## src/rtl/gfc_pkg.sv

```systemverilog
package gfc_pkg;

   typedef enum logic [1:0] {
      GSEL_SHORT  = 2'd0,
      GSEL_MID    = 2'd1,
      GSEL_LONG   = 2'd2,
      GSEL_UNLIM  = 2'd3
   } gsel_e;

   localparam int unsigned ADR_CMD   = 0;
   localparam int unsigned ADR_GSEL  = 1;
   localparam int unsigned ADR_STAT  = 2;
   localparam int unsigned ADR_CNTL  = 3;
   localparam int unsigned ADR_CNTH  = 4;

   localparam int unsigned CMD_START_BIT = 0;
   localparam int unsigned CMD_CLEAR_BIT = 1;

endpackage

```

## src/rtl/gfc_sync_edge.sv

```systemverilog
module gfc_sync_edge #(
   parameter int unsigned STAGES = 2
) (
   input  logic clk,
   input  logic rst_n,
   input  logic srst_i,
   input  logic hold_i,
   input  logic sig_i,
   output logic rise_o
);

   generate
      if (STAGES < 2) begin : g_bad_stages
         $error("gfc_sync_edge: STAGES must be at least 2");
      end
   endgenerate

   // chain_q[0] is the first synchronizer flop, chain_q[STAGES-1] the
   // resolved level, chain_q[STAGES] the level one cycle earlier.
   logic [STAGES:0] chain_q;

   always_ff @(posedge clk or negedge rst_n) begin
      if (!rst_n) begin
         chain_q <= '0;
      end else if (srst_i) begin
         chain_q <= '0;
      end else if (!hold_i) begin
         chain_q <= {chain_q[STAGES-1:0], sig_i};
      end
   end

   assign rise_o = chain_q[STAGES-1] & ~chain_q[STAGES] & ~hold_i;

   // a single input edge is seen as a single-cycle pulse
   p_rise_single_r7: assert property (@(posedge clk) disable iff (!rst_n)
      rise_o |=> !rise_o)
      else $error("p_rise_single_r7");

endmodule

```

## src/rtl/gfc_gate_timer.sv

```systemverilog
module gfc_gate_timer
   import gfc_pkg::*;
#(
   parameter int unsigned SHORT_TICKS = 1,
   parameter int unsigned MID_TICKS   = 4,
   parameter int unsigned LONG_TICKS  = 8
) (
   input  logic  clk,
   input  logic  rst_n,
   input  logic  srst_i,
   input  logic  hold_i,
   input  logic  start_i,
   input  gsel_e sel_i,
   input  logic  tick_i,
   output logic  open_o
);

   localparam int unsigned MAX_A = (SHORT_TICKS > MID_TICKS) ? SHORT_TICKS : MID_TICKS;
   localparam int unsigned MAX_T = (MAX_A > LONG_TICKS) ? MAX_A : LONG_TICKS;
   localparam int unsigned TW    = $clog2(MAX_T + 1);

   generate
      if (SHORT_TICKS < 1 || MID_TICKS < 1 || LONG_TICKS < 1) begin : g_bad_ticks
         $error("gfc_gate_timer: every window needs at least one tick");
      end
   endgenerate

   function automatic logic [TW-1:0] window_len(gsel_e s);
      case (s)
         GSEL_SHORT: window_len = TW'(SHORT_TICKS);
         GSEL_MID:   window_len = TW'(MID_TICKS);
         GSEL_LONG:  window_len = TW'(LONG_TICKS);
         default:    window_len = '0;
      endcase
   endfunction

   logic [TW-1:0] left_q;
   logic          open_q;
   logic          unlim_q;

   always_ff @(posedge clk or negedge rst_n) begin
      if (!rst_n) begin
         left_q  <= '0;
         open_q  <= 1'b0;
         unlim_q <= 1'b0;
      end else if (srst_i) begin
         left_q  <= '0;
         open_q  <= 1'b0;
         unlim_q <= 1'b0;
      end else if (!hold_i) begin
         if (start_i) begin
            open_q  <= 1'b1;
            left_q  <= window_len(sel_i);
            unlim_q <= (sel_i == GSEL_UNLIM);
         end else if (open_q && !unlim_q && tick_i) begin
            if (left_q <= TW'(1)) begin
               open_q <= 1'b0;
               left_q <= '0;
            end else begin
               left_q <= left_q - TW'(1);
            end
         end
      end
   end

   assign open_o = open_q;

   // a start opens the window on the next edge
   p_start_opens_r2: assert property (@(posedge clk) disable iff (!rst_n)
      (start_i && !srst_i && !hold_i) |=> open_q)
      else $error("p_start_opens_r2");

   // the window only closes on a tick
   p_close_on_tick_r5: assert property (@(posedge clk) disable iff (!rst_n)
      (open_q && !tick_i && !srst_i) |=> open_q)
      else $error("p_close_on_tick_r5");

   // an unlimited window never closes by itself
   p_unlim_stays_r6: assert property (@(posedge clk) disable iff (!rst_n)
      (open_q && unlim_q && !srst_i) |=> open_q)
      else $error("p_unlim_stays_r6");

endmodule

```

## src/rtl/gfc_counter.sv

```systemverilog
module gfc_counter #(
   parameter int unsigned W = 16
) (
   input  logic         clk,
   input  logic         rst_n,
   input  logic         srst_i,
   input  logic         hold_i,
   input  logic         clr_i,
   input  logic         inc_i,
   output logic [W-1:0] cnt_o
);

   localparam logic [W-1:0] CNT_MAX = {W{1'b1}};

   generate
      if (W < 2) begin : g_bad_width
         $error("gfc_counter: W must be at least 2");
      end
   endgenerate

   logic [W-1:0] cnt_q;

   always_ff @(posedge clk or negedge rst_n) begin
      if (!rst_n) begin
         cnt_q <= '0;
      end else if (srst_i) begin
         cnt_q <= '0;
      end else if (!hold_i) begin
         if (clr_i) begin
            cnt_q <= '0;
         end else if (inc_i && cnt_q != CNT_MAX) begin
            cnt_q <= cnt_q + W'(1);
         end
      end
   end

   assign cnt_o = cnt_q;

   // clear wins over any increment in the same cycle
   p_clear_zero_r3: assert property (@(posedge clk) disable iff (!rst_n)
      (clr_i && !hold_i) |=> (cnt_q == '0))
      else $error("p_clear_zero_r3");

   // a full counter stays full
   p_sat_hold_r8: assert property (@(posedge clk) disable iff (!rst_n)
      (cnt_q == CNT_MAX && !clr_i && !srst_i) |=> (cnt_q == CNT_MAX))
      else $error("p_sat_hold_r8");

   // the count moves up by at most one per cycle
   p_single_step_r7: assert property (@(posedge clk) disable iff (!rst_n)
      (!clr_i && !srst_i) |=> (cnt_q == $past(cnt_q) || cnt_q == $past(cnt_q) + W'(1)))
      else $error("p_single_step_r7");

endmodule

```

## src/rtl/gfc_top.sv

```systemverilog
module gfc_top
   import gfc_pkg::*;
#(
   parameter int unsigned ADDR_W      = 3,
   parameter int unsigned CNT_W       = 16,
   parameter int unsigned SYNC_STAGES = 2,
   parameter int unsigned SHORT_TICKS = 1,
   parameter int unsigned MID_TICKS   = 4,
   parameter int unsigned LONG_TICKS  = 8
) (
   input  logic              clk,
   input  logic              rst_n,
   input  logic              halt_i,
   input  logic              stop_i,
   input  logic              tick_i,
   input  logic              sig_i,
   input  logic [ADDR_W-1:0] bus_addr_i,
   input  logic              bus_wr_i,
   input  logic [7:0]        bus_wdata_i,
   output logic [7:0]        bus_rdata_o
);

   localparam int unsigned WIDE_W = 16;

   generate
      if (ADDR_W < 3) begin : g_bad_addr
         $error("gfc_top: ADDR_W must reach address 4");
      end
      if (CNT_W < 9 || CNT_W > WIDE_W) begin : g_bad_cnt
         $error("gfc_top: CNT_W must lie in 9..16");
      end
   endgenerate

   logic             wr_ok;
   logic             cmd_wr;
   logic             start_cmd;
   logic             clear_cmd;
   logic             hold;
   gsel_e            gsel_q;
   logic             rise;
   logic             gate_open;
   logic [CNT_W-1:0] cnt;
   logic [WIDE_W-1:0] cnt_wide;

   assign hold      = halt_i & ~stop_i;
   assign wr_ok     = bus_wr_i & ~halt_i & ~stop_i;
   assign cmd_wr    = wr_ok && (bus_addr_i == ADDR_W'(ADR_CMD));
   assign start_cmd = cmd_wr & bus_wdata_i[CMD_START_BIT];
   assign clear_cmd = cmd_wr & bus_wdata_i[CMD_CLEAR_BIT];

   always_ff @(posedge clk or negedge rst_n) begin
      if (!rst_n) begin
         gsel_q <= GSEL_SHORT;
      end else if (stop_i) begin
         gsel_q <= GSEL_SHORT;
      end else if (wr_ok && bus_addr_i == ADDR_W'(ADR_GSEL)) begin
         gsel_q <= gsel_e'(bus_wdata_i[1:0]);
      end
   end

   gfc_sync_edge #(
      .STAGES (SYNC_STAGES)
   ) u_sync (
      .clk    (clk),
      .rst_n  (rst_n),
      .srst_i (stop_i),
      .hold_i (hold),
      .sig_i  (sig_i),
      .rise_o (rise)
   );

   gfc_gate_timer #(
      .SHORT_TICKS (SHORT_TICKS),
      .MID_TICKS   (MID_TICKS),
      .LONG_TICKS  (LONG_TICKS)
   ) u_gate (
      .clk     (clk),
      .rst_n   (rst_n),
      .srst_i  (stop_i),
      .hold_i  (hold),
      .start_i (start_cmd),
      .sel_i   (gsel_q),
      .tick_i  (tick_i),
      .open_o  (gate_open)
   );

   gfc_counter #(
      .W (CNT_W)
   ) u_cnt (
      .clk    (clk),
      .rst_n  (rst_n),
      .srst_i (stop_i),
      .hold_i (hold),
      .clr_i  (clear_cmd),
      .inc_i  (rise & gate_open),
      .cnt_o  (cnt)
   );

   assign cnt_wide = WIDE_W'(cnt);

   always_comb begin
      bus_rdata_o = 8'h00;
      case (bus_addr_i)
         ADDR_W'(ADR_GSEL): bus_rdata_o = {6'b0, gsel_q};
         ADDR_W'(ADR_STAT): bus_rdata_o = {7'b0, gate_open};
         ADDR_W'(ADR_CNTL): bus_rdata_o = cnt_wide[7:0];
         ADDR_W'(ADR_CNTH): bus_rdata_o = cnt_wide[15:8];
         default:           bus_rdata_o = 8'h00;
      endcase
   end

   // halt freezes every register
   p_halt_freeze_r10: assert property (@(posedge clk) disable iff (!rst_n)
      (halt_i && !stop_i) |=> ($stable(cnt) && $stable(gate_open) && $stable(gsel_q)))
      else $error("p_halt_freeze_r10");

   // stop returns all state to zero
   p_stop_zero_r11: assert property (@(posedge clk) disable iff (!rst_n)
      stop_i |=> (cnt == '0 && !gate_open && gsel_q == GSEL_SHORT))
      else $error("p_stop_zero_r11");

   // a command write carrying only pad bits changes nothing
   p_pad_ignored_r4: assert property (@(posedge clk) disable iff (!rst_n)
      (cmd_wr && bus_wdata_i[1:0] == 2'b00 && bus_wdata_i[7:2] != 6'b0 && !tick_i && !rise)
      |=> ($stable(cnt) && $stable(gate_open)))
      else $error("p_pad_ignored_r4");

endmodule

```

## config.mk

```make
export PLATFORM = sky130hd
export DESIGN_NAME = gfc_top
export DESIGN_NICKNAME = d
export VERILOG_FILES = /design/src/rtl/gfc_pkg.sv /design/src/rtl/gfc_sync_edge.sv /design/src/rtl/gfc_gate_timer.sv /design/src/rtl/gfc_counter.sv /design/src/rtl/gfc_top.sv
export SDC_FILE = /design/constraint.sdc
export NUM_CORES = 1
export LEC_CHECK = 0
export ABC_AREA = 1
export CORE_ASPECT_RATIO = 1.25
export CORE_MARGIN = 3
export CORE_UTILIZATION = 40
export DETAILED_ROUTE_END_ITERATION = 16
export PLACE_DENSITY = 0.58
export SLEW_MARGIN = 20
export SYNTH_ARGS = -nofsm -noshare
export SYNTH_HDL_FRONTEND = slang
export SYNTH_SLANG_ARGS = --single-unit
```

## constraint.sdc

```tcl
create_clock -name clk -period 2 [get_ports clk]
set_input_delay 0.3 -clock clk [delete_from_list [all_inputs] [get_ports clk]]
set_output_delay 0.3 -clock clk [all_outputs]
set_load 0.005 [all_outputs]
```

# Word level (Yosys, flattened, before mapping)
# Cells that the tools add are included.
# classes
n_addsub	2
n_mul	0
div	0
magnitude_cmp	1
eq_ne	9
shifts	0
mux	23
n_bitwise	12
n_reduce_logical	17
# ops
operator	count
$mux 16	4
$pmux 8 s4	1
$mux 4	5
$add 16x1->16 const B	1
$ne 16x16->1 const B	1
$pmux 4 s3	1
$reduce_bool 3->1	3
$and 1x1->1	8
$mux 1	8
$eq 3x2->1 const B	2
$mux 3	2
$reduce_and 2->1	3
$logic_and 1x1->1	5
$eq 2x2->1 const B	2
$le 4x1->1 const B	1
$mux 2	2
$not 1->1	4
$reduce_bool 2->1	2
$sub 4x1->4 const B	1
$eq 3x1->1 const B	1
$eq 3x3->1 const B	1
$logic_not 3->1	1
$reduce_and 3->1	1
$eq 2x1->1 const B	1
3 further kinds	3
# totals
ff_bits	27
latch_bits	0
mem_bits_rw	0
romBits	0
in_bits	18
output_inout_bits	8
elab_cells	70
mem_count	0

# Logic depth before layout (Yosys ltp)
# Gate-level depths: netlist of run 1.
# logic_depth
depth_word	10
mapped_depth	10
depth_no_buf	9

# Cells and area by module
# From an unflattened synthesis of run 1, not the netlist that was laid out.
# unflattened
hier_cells	316
area_unflattened_um2	1973.1
# by_module_without_submodules
mod	instances	cells_per_inst	area_each_um2
gfc_counter	1	174	1102.3
gfc_gate_timer	1	61	426.7
gfc_top	1	65	312.8
gfc_sync_edge	1	16	131.4

# Worst setup path before layout of run 1
# OpenSTA, ideal clock, no wires.
# synth_path
kind	register to register
start	register u_cnt.cnt_q[1], in the netlist u_cnt.cnt_o[1]
end	register u_cnt.cnt_q[1], in the netlist u_cnt.cnt_o[1]
setup_time_ns	0.066
arrival_time_ns	1.406
required_time_ns	1.934
slack_ns	0.528
stages_incl_launch_ff	10
path_buffers	1
cell_sequence	dfrtp_1 -> ha_1 -> nand2_2 -> nor2_2 -> nand2_2 -> nor2_4 -> nor2_4 -> buf_4 -> nand3_1 -> nand2_1
# synth_via
elab_chain_cells	5
# synth_rtl
element	line_no	source
start: declaration	gfc_counter.sv:21	logic [W-1:0] cnt_q;
start signal: assignment	gfc_counter.sv:32	cnt_q <= cnt_q + W'(1);
$add 16x1->16	gfc_counter.sv:32	
$mux 16	gfc_counter.sv:31	end else if (inc_i && cnt_q != CNT_MAX) begin
$mux 16	gfc_counter.sv:29	if (clr_i) begin
$mux 16	gfc_counter.sv:28	end else if (!hold_i) begin
$mux 16	gfc_counter.sv:26	end else if (srst_i) begin
# Several ways; a longest one is shown, not always the timed one. The select of a mux whose other input is x is not followed.
# A chain may end at the register's enable or synchronous reset.

# Final worst setup path of run 1
# layout_path
start	input port bus_addr_i[0]
end	output port bus_rdata_o[1]
# layout_via
elab_chain_cells	2
# layout_rtl
element	line_no	source
start: declaration	gfc_top.sv:17	input logic [ADDR_W-1:0] bus_addr_i,
$eq 3x3->1, or another cell as far along	gfc_top.sv:103	case (bus_addr_i)
$pmux 8 s4 (*)	gfc_top.sv:103	
end: declaration	gfc_top.sv:20	output logic [7:0] bus_rdata_o
# Mark *: on every way between the ends. The rest lies on a longest branch, timed or not.

==> out/results.md, run 1 <==
| Group | Parameter | This run |
|:---|:---|:---|
| cells and area | Layout cell share with drive strength beyond 1 | 0.126 |
| floorplanning | Number of top-level pins | 26 |
| timing | Slew Limit Headroom | 0.694 |
| cts | Bufs on Longest Clock Path | 2 |
| cells and area | Layout area overhead | 23.0% |
| cells and area | Final nets | 316 |
| critical path | Worst flop-to-flop path endpoint | u_cnt.cnt_o[14] |
| synth | Share of async-settable or async-resettable flops after synthesis | 1.00 |
| synth | Flop and latch count out of synthesis | 27 |
| worst hold path | Worst hold path class | in -> async |
| pwr | Clock share of power | 0.260 |
| synth | Seq/Total Area, Yosys | 0.374 |
| place | Placed wire-length estimate after detailed placement | 3400 µm |
| cts | Number of H-tree levels | 1 |
| timing | Period Utilization, post-route | 0.925 |
| global routing | Vias in the first global route | 1,732 |
| synth | Share of Yosys cell area claimed by the top area cell type | 0.374 |
| timing | Hold violation total from the final report | 0 |
| route | Avg Vias per Cell | 5.09 |
| critical path | Crit path required time | 1.70 ns |
| synth | Mean instance size in the synthesized netlist | 6.99 µm² |
| critical path | FF-to-FF Start | u_cnt.cnt_o[1] |
| global routing | Total grt overflow | 0 |
| critical path | Worst-case register-to-register setup slack | 0.24 ns |
| cts | Inserted Clock Buffers | 3 |
| floorplanning | Initial Utilization | 0.427 |
| global routing | Largest net degree at the start of global routing | 28 |
| critical path | Arrival time at the worst endpoint | 1.55 ns |
| synth | Post-Synthesis Net Count | 279 |
| flow run | Total of max-cap violations | 0 |
| critical path | Type of destination of the critical path | output port |
| cells and area | N_diodes | 0 |
| route | Via count | 1,780 |
| status | Outcome | completed |
| timing | Slew at the pin with the worst max-slew slack | 0.457 ns |
| cts | Clock-pin slew on the worst setup and hold paths | 0.10 ns |
| critical path | Crit Path Category | in -> out |
| place | Cell area after placement | 0.00218 mm² |
| cts | Clock tree from TritonCTS | built |
| route | Iteration count of the initial detailed-routing pass | 5 |
| floorplanning | Placeable Area | 0.00423 mm² |
| timing | Final setup violation count | 0 |
| synth | Netlist area before placement | 0.00180 mm² |
| synth | Number of distinct standard cells referenced by the synthesized netlist | 27 |
| pwr | Flop pwr share | 0.479 |
| synth | Synthesis Warnings | 0 |
| critical path | Launch point of the worst path | bus_addr_i[0] |
| cts | Hold-fix buffers at CTS | 0 |
| pwr | Post-route total power | 1.28 mW |
| timing | Unrepaired setup endpoints after global routing | no |
| place | Worst setup timing slack at the placement stage | -0.147 ns |
| place | Placer congestion estimate | 0.913 |
| route | Residual DRC count | 0 |
| pwr | Internal power | 869 µW |
| pwr | Worst vdd rail ir drop | 0.000486 V |
| floorplanning | Die height | 81.1 µm |
| global routing | All-layer global routing usage | 0.193 |
| route | Initial detailed-routing violation count | 153 |
| floorplanning | Die span in x | 66.1 µm |
| global routing | First-pass GRT wire length | 7990 µm |
| synth | Most frequently used flop master after synthesis | dfrtp_1 |
| cts | Clock latency at the later pin of the worst-skew pair | 0.28 ns |
| pwr | Share of total power consumed by net switching | 0.323 |
| floorplanning | Full die area | 0.00536 mm² |
| pwr | Static power due to leakage | 1.05 nW |
| timing | Final critical delay including setup and external delays | 1.85 ns |
| synth | Top post-synthesis cells by area | dfrtp_1 37%, nand2_1 17%, nand3_1 7.8% |
| critical path | Top fanout value on the critical path | 3 |
| synth | Number of enable-type register cells in the synthesized netlist | 0 |
| pwr | Pwr dens | 579 mW/mm² |
| timing | Post-layout worst setup margin | 0.149 ns |
| cts | Number of clock sinks | 27 |
| timing | Worst clock skew on the final layout | 0.00371 ns |
| synth | Cell type with the highest aggregate area in the netlist | dfrtp_1 |
| route | Final WL | 4500 µm |
| critical path | Number of cells traversed by the worst register-to-register path | 10 |
| cells and area | Post-route cell area | 0.00222 mm² |
| route | Remaining antenna violation count after routing | 0 |
| cts | Buffer cell driving the clock tree root | clkbuf_8 |
| floorplanning | Site Rows | 26 |
| place | Number of input and output port buffers inserted | 19 |
| pwr | Comb power frac | 0.261 |
| timing | Highest clock frequency the design can meet | 540 MHz |
| global routing | Number of antenna violations at the first check in global routing | 0 |
| critical path | Crit start category | primary input |
| synth | Number of standard cells after synthesis | 258 |
| route | Avg WL per Cell | 12.9 µm |
| timing | Number of pins exceeding their max-slew limit in the final report | 0 |
| pwr | Net Sw Power | 415 µW |
[area by class of cell]
class | instances | area [µm²]
clock buffer | 3 | 41.3
clock inverter | 1 | 7.51
fill | 439 | 2010
inverter | 33 | 124
multi-input combinational | 194 | 980
sequential | 27 | 677
tap | 56 | 70.1
timing repair buffer | 36 | 319
[synthesized netlist by cell type (3+ instances only)]
master and n:
nand2_1 84, inv_1 31, nand3_1 28, dfrtp_1 27, nand4_1 20, nor2_1 16, o21ai_0 12, o22ai_1 8
ha_1 3, nor2_2 3, nor2_4 3
[worst max-delay path by stage]
stage                     end  slack (ns)  depth (start not counted)
2_1_floorplan  u_cnt.cnt_o[1]        0.53                          9
3_5_place_dp   bus_rdata_o[1]       -0.15                          5
3_3_place_gp   bus_rdata_o[1]       -0.15                          7
5_1_grt        u_cnt.cnt_o[8]        0.04                         10
6_report       bus_rdata_o[1]        0.15                          7
4_1_cts        bus_rdata_o[1]        0.12                          7
[cell families after synthesis]
group                    after synthesis  share of synthesized area
flip-flops                            27                      0.374
XOR/XNOR                               2                    0.00971
AND/OR/NAND/NOR                      163                      0.426
buffers and inverters                 37                     0.0839
AO/OA/AOI/OAI                         26                     0.0846
adder cells (fa/ha/maj)                3                     0.0208
[registers in the layout (all words and copies together) (netlist names)]
name,count
u_cnt.cnt_o,16
gsel_q,2
u_gate.unlim_q,1
u_gate.open_o,1
u_gate.left_q,4
u_sync.chain_q,3
[worst max-delay path, cell delays in order]
cell	delay (ns)
clkdlybuf4s50_1	0.51
inv_1	0.06
nor3_1	0.14
buf_4	0.15
nand2_1	0.05
o211ai_1	0.09
dlygate4sd2_1	0.25
[through the flow]
stage / hold WS [ns] / TNS (ns) / utilization / instances
3_3_place_gp: 0.492 / -0.699 / 0.515 / 346
3_5_place_dp: 0.501 / -0.741 / 0.515 / 346
6_report: 0.389 / 0 / 0.525 / 350
4_1_cts: 0.402 / 0 / 0.524 / 350
5_1_grt: 0.413 / 0 / 0.525 / 350
2_1_floorplan: 0.00441 / 0 / - / 258
[what timing repair did]
item                                    4_1_cts  5_1_grt
buffers inserted                              0        0
gates resized for setup                      11        1
endpoints found under the setup margin        8        2
[placed cells by master, fill, tap and decap left out, types with 2 or more instances in the layout]
cell,Yosys,routed
buf_4,1,16
clkbuf_8,0,3
clkdlybuf4s50_1,0,10
dfrtp_1,27,26
dlygate4sd2_1,0,9
ha_1,3,3
inv_1,31,31
inv_2,2,2
nand2_1,84,83
nand2_2,2,3
nand3_1,28,28
nand3b_1,2,2
nand4_1,20,20
nor2_1,16,16
nor2_2,3,3
nor2_4,3,3
nor3_1,2,2
o211ai_1,2,2
o21ai_0,12,11
o21ai_1,2,3
o22ai_1,8,8
xor2_1,2,2
[power groups by stage]
stage          logic [mW]  registers (mW)  clock network (mW)
2_1_floorplan       0.240           0.618                   0
3_3_place_gp        0.335           0.626                   0
3_5_place_dp        0.340           0.624                   0
4_1_cts             0.338           0.615               0.351
5_1_grt             0.386           0.621               0.368
6_report            0.335           0.615               0.334
[per-layer routing]
| layer | part of all wire | vias up | track usage | wire length, µm |
|---|---|---|---|---|
| li1 | - | 932 | - | - |
| met1 | 0.43 | 791 | 0.226 | 1930 |
| met2 | 0.51 | 50 | 0.361 | 2320 |
| met3 | 0.039 | 7 | 0.0152 | 177 |
| met4 | 0.018 | 0 | 0.0711 | 80 |
| met5 | 0 | - | 0 | 0 |
Power figures use the tool's default switching activity.
==> inputs of run 2 (changes only) <==
CORE_UTILIZATION = 55   (was 40)
PLACE_DENSITY = 0.76   (was 0.58)
SYNTH_HIERARCHICAL = 1   (was not set)
==> out/results.md, run 2 <==
| Group | Parameter | This run | vs previous |
|:---|:---|:---|:---|
| cells and area | Commonest non-fill, non-tap cell in the layout | nand2_1 |  |
| critical path | Maximum cell stage delay along the critical path | 0.50 ns | about the same |
| cells and area | Sequential cell area | 676 µm² | -0.18% |
| synth | Most frequently used flop master after synthesis | dfrtp_1 |  |
| critical path | Arrival time at the worst endpoint | 1.60 ns | +0.05 ns |
| pwr | Static power due to leakage | 1.23 nW | +18% |
| timing | Slew Limit Headroom | 0.764 | +0.0700 |
| global routing | Vias in the first global route | 1,983 | +14% |
| pwr | Pwr dens | 539 mW/mm² | -6.9% |
| route | Residual DRC count | 0 | unchanged |
| floorplanning | Site Rows | 23 | -12% |
| synth | Seq/Total Area, Yosys | 0.342 | -0.0321 |
| floorplanning | Die span in x | 59.6 µm | -9.8% |
| route | Iteration count of the initial detailed-routing pass | 4 | -1 |
| timing | Hold violation total from the final report | 0 | unchanged |
| synth | Most instantiated cells after synthesis | 126 x nand2_1, 45 x nor2_1, 36 x inv_1 |  |
| timing | Highest clock frequency the design can meet | 527 MHz | -2.5% |
| place | Placer congestion estimate | 0.939 | +2.8% |
| synth | Mean instance size in the synthesized netlist | 6.24 µm² | -11% |
| timing | Slew at the pin with the worst max-slew slack | 0.353 ns | -0.104 ns |
| critical path | Type of destination of the critical path | output port |  |
| cts | Clock latency at the later pin of the worst-skew pair | 0.27 ns | about the same |
| global routing | Total grt overflow | 0 | unchanged |
| timing | Worst clock skew on the final layout | 0.00379 ns | +0.0000823 ns |
| floorplanning | Die height | 73.0 µm | -10% |
| route | Via count | 2,005 | +13% |
| global routing | First-pass GRT wire length | 8290 µm | +3.7% |
| pwr | Worst vdd rail ir drop | 0.000399 V | -18% |
| synth | Synthesis Warnings | 6 | +6 |
| synth | Number of distinct standard cells referenced by the synthesized netlist | 24 | -11% |
| synth | Share of Yosys cell area claimed by the top area cell type | 0.342 | -0.0321 |
| place | Placed wire-length estimate after detailed placement | 3570 µm | +4.8% |
| cells and area | Most frequent cells in the layout | 126 x nand2_1, 44 x nor2_1, 35 x nand3_1, 35 x inv_1, 27 x dfrtp_1 |  |
| synth | Post-Synthesis Net Count | 337 | +21% |
| route | Avg WL per Cell | 11.9 µm | -7.2% |
| worst hold path | Worst hold path class | in -> async |  |
| floorplanning | Initial Utilization | 0.596 | +0.170 |
| flow run | Total of max-cap violations | 0 | unchanged |
| route | Initial detailed-routing violation count | 113 | -26% |
| synth | Most common cell in the netlist | nand2_1 |  |
| status | Outcome | completed |  |
| cts | Clock-pin slew on the worst setup and hold paths | 0.09 ns | about the same |
| place | Number of input and output port buffers inserted | 19 | unchanged |
| cells and area | Final nets | 378 | +20% |
| cells and area | Number of flip-flops in the largest register | 16 | unchanged |
| cells and area | N_diodes | 0 | unchanged |
| place | Placed cell count | 387 | +12% |
| route | Final WL | 4690 µm | +4.2% |
| global routing | Number of antenna violations at the first check in global routing | 0 | unchanged |
| critical path | Crit Path Category | in -> out |  |
| cells and area | Layout Cells excl Fill | 393 | +12% |
| cts | Bufs on Longest Clock Path | 2 | unchanged |
| timing | Final critical delay including setup and external delays | 1.90 ns | +0.0479 ns |
| critical path | Ordered list of cells on the worst path | dlygate4sd2_1 -> nand3_1 -> inv_2 -> nand2_1 -> nand2_1 -> clkdlybuf4s50_1 |  |
| synth | Netlist area before placement | 0.00197 mm² | +9.4% |
| synth | Number of standard cells after synthesis | 316 | +22% |
| global routing | All-layer global routing usage | 0.243 | +0.0502 |
| cts | Clock tree from TritonCTS | built |  |
| timing | Final setup violation count | 0 | unchanged |
| route | Avg Vias per Cell | 5.10 | +0.32% |
| synth | Top post-synthesis cells by area | dfrtp_1 34%, nand2_1 24%, nand3_1 8.9% |  |
| cts | Number of clock sinks | 27 | unchanged |
| global routing | Largest net degree at the start of global routing | 28 | unchanged |
| cells and area | Area used by multi-input combinational logic | 0.00113 mm² | +16% |
| cells and area | Layout cell share with drive strength beyond 1 | 0.121 | -0.00506 |
| cells and area | End-of-flow core utilization | 0.722 | +0.198 |
| timing | Summed negative setup slack over all endpoints | 0 ns | unchanged |
| cells and area | Layout area overhead | 21.1% |  |
| cts | Inserted Clock Buffers | 3 | unchanged |
| critical path | Top fanout value on the critical path | 7 | +4 |
| timing | Number of pins exceeding their max-slew limit in the final report | 0 | unchanged |
| cts | Buffer cell driving the clock tree root | clkbuf_8 |  |
| critical path | Crit start category | primary input |  |
| synth | Flop and latch count out of synthesis | 27 | unchanged |
| floorplanning | Number of top-level pins | 26 | unchanged |
| cts | Number of H-tree levels | 1 | unchanged |
| route | Remaining antenna violation count after routing | 0 | unchanged |
| floorplanning | Placeable Area | 0.00331 mm² | -22% |
| timing | Unrepaired setup endpoints after global routing | no |  |
| critical path | Number of cells traversed by the worst register-to-register path | 9 | -1 |
| critical path | Critical-path cell with the highest stage delay | clkdlybuf4s50_1 |  |
| timing | Period Utilization, post-route | 0.949 | +0.0240 |
| synth | Number of enable-type register cells in the synthesized netlist | 0 | unchanged |
| synth | Cell type with the highest aggregate area in the netlist | dfrtp_1 |  |
| synth | Share of async-settable or async-resettable flops after synthesis | 1.00 | unchanged |
| critical path | Crit path required time | 1.70 ns | about the same |
| critical path | Most Frequent Cell on Critical Path | nand2_1 |  |
| timing | Hold_ws | 0.392 ns | +0.00346 ns |
| floorplanning | Full die area | 0.00435 mm² | -19% |
| cells and area | Count of fill cells added during filler insertion | 288 | -34% |
## run 2: changes by cell type in the layout (fill, tap and decap cells not counted), sizes merged, moves of 5 or more
cell           change
nand2             +45
nor2              +25
nand4             -18
inv                +8
nand3              +8
o22ai              -8
a21oi              +7
clkdlybuf4s50      +5
dlygate4sd2        -5
o21ai              -5
## run 2: final timing paths
check                               start                 to  slack, ns
max                         bus_addr_i[0]     bus_rdata_o[2]       0.10
min                                 rst_n  u_sync/chain_q[0]       0.39
max reg2reg                u_cnt/cnt_o[1]     u_cnt/cnt_o[1]       0.23
min reg2reg                u_gate/unlim_q     u_gate/unlim_q       0.51
max in group asynchronous           rst_n     u_gate/unlim_q       1.35
min in group clk           u_gate/unlim_q     u_gate/unlim_q       0.51
## run 2: layout make-up
type                       instances  share of cell area
clock inverter                     1             0.00314
inverter                          41              0.0644
clock buffer                       3              0.0173
sequential                        27               0.283
tap                               37              0.0194
multi-input combinational        246               0.474
timing repair buffer              38               0.139
## run 2: timing repair
item	CTS	global route
endpoints found under the hold margin	0	0
endpoints found under the setup margin	8	8
hold buffers	0	0
resized for setup	6	2
cloned	0	0
pin swaps	2	0
setup buffers	1	1
## run 2: cell families (layout without fill, tap and decap cells)
kind of cell | after synthesis | after routing | synth area share
fa+ha+maj | 3 | 3 | 0.0190
xor+xnor | 2 | 2 | 0.00888
compound gates | 18 | 18 | 0.0545
flops | 27 | 27 | 0.342
simple gates | 223 | 223 | 0.489
buf+inv | 43 | 83 | 0.0862
## run 2: stage by stage
stage | worst slack [ns] | power (mW) | instance area (µm²)
after floorplan | 0.433 | 0.870 | 1970
after global placement | -0.196 | 0.978 | 2320
after detailed placement | -0.212 | 0.986 | 2320
after CTS | 0.0909 | 1.30 | 2380
after global routing | 0.00463 | 1.38 | 2390
final | 0.101 | 1.29 | 2390
## run 2: metal layers
layer  vias up  global-route usage  wire, µm
met5         -                   0         0
met4         0              0.0813        44
met3         4              0.0336       241
met2        44               0.431      2390
met1       900               0.296      2010
li1       1057                   -         -
## run 2: where the power goes
group	internal [mW]	switching [mW]
combinational	0.144	0.207
sequential	0.586	0.0393
clock	0.141	0.170
total	0.871	0.416
## run 2: critical path, delay by kind of cell
kind / cells / cell delay [ns]
buffers and inverters: 3 / 0.99
and+or+nand+nor: 3 / 0.30
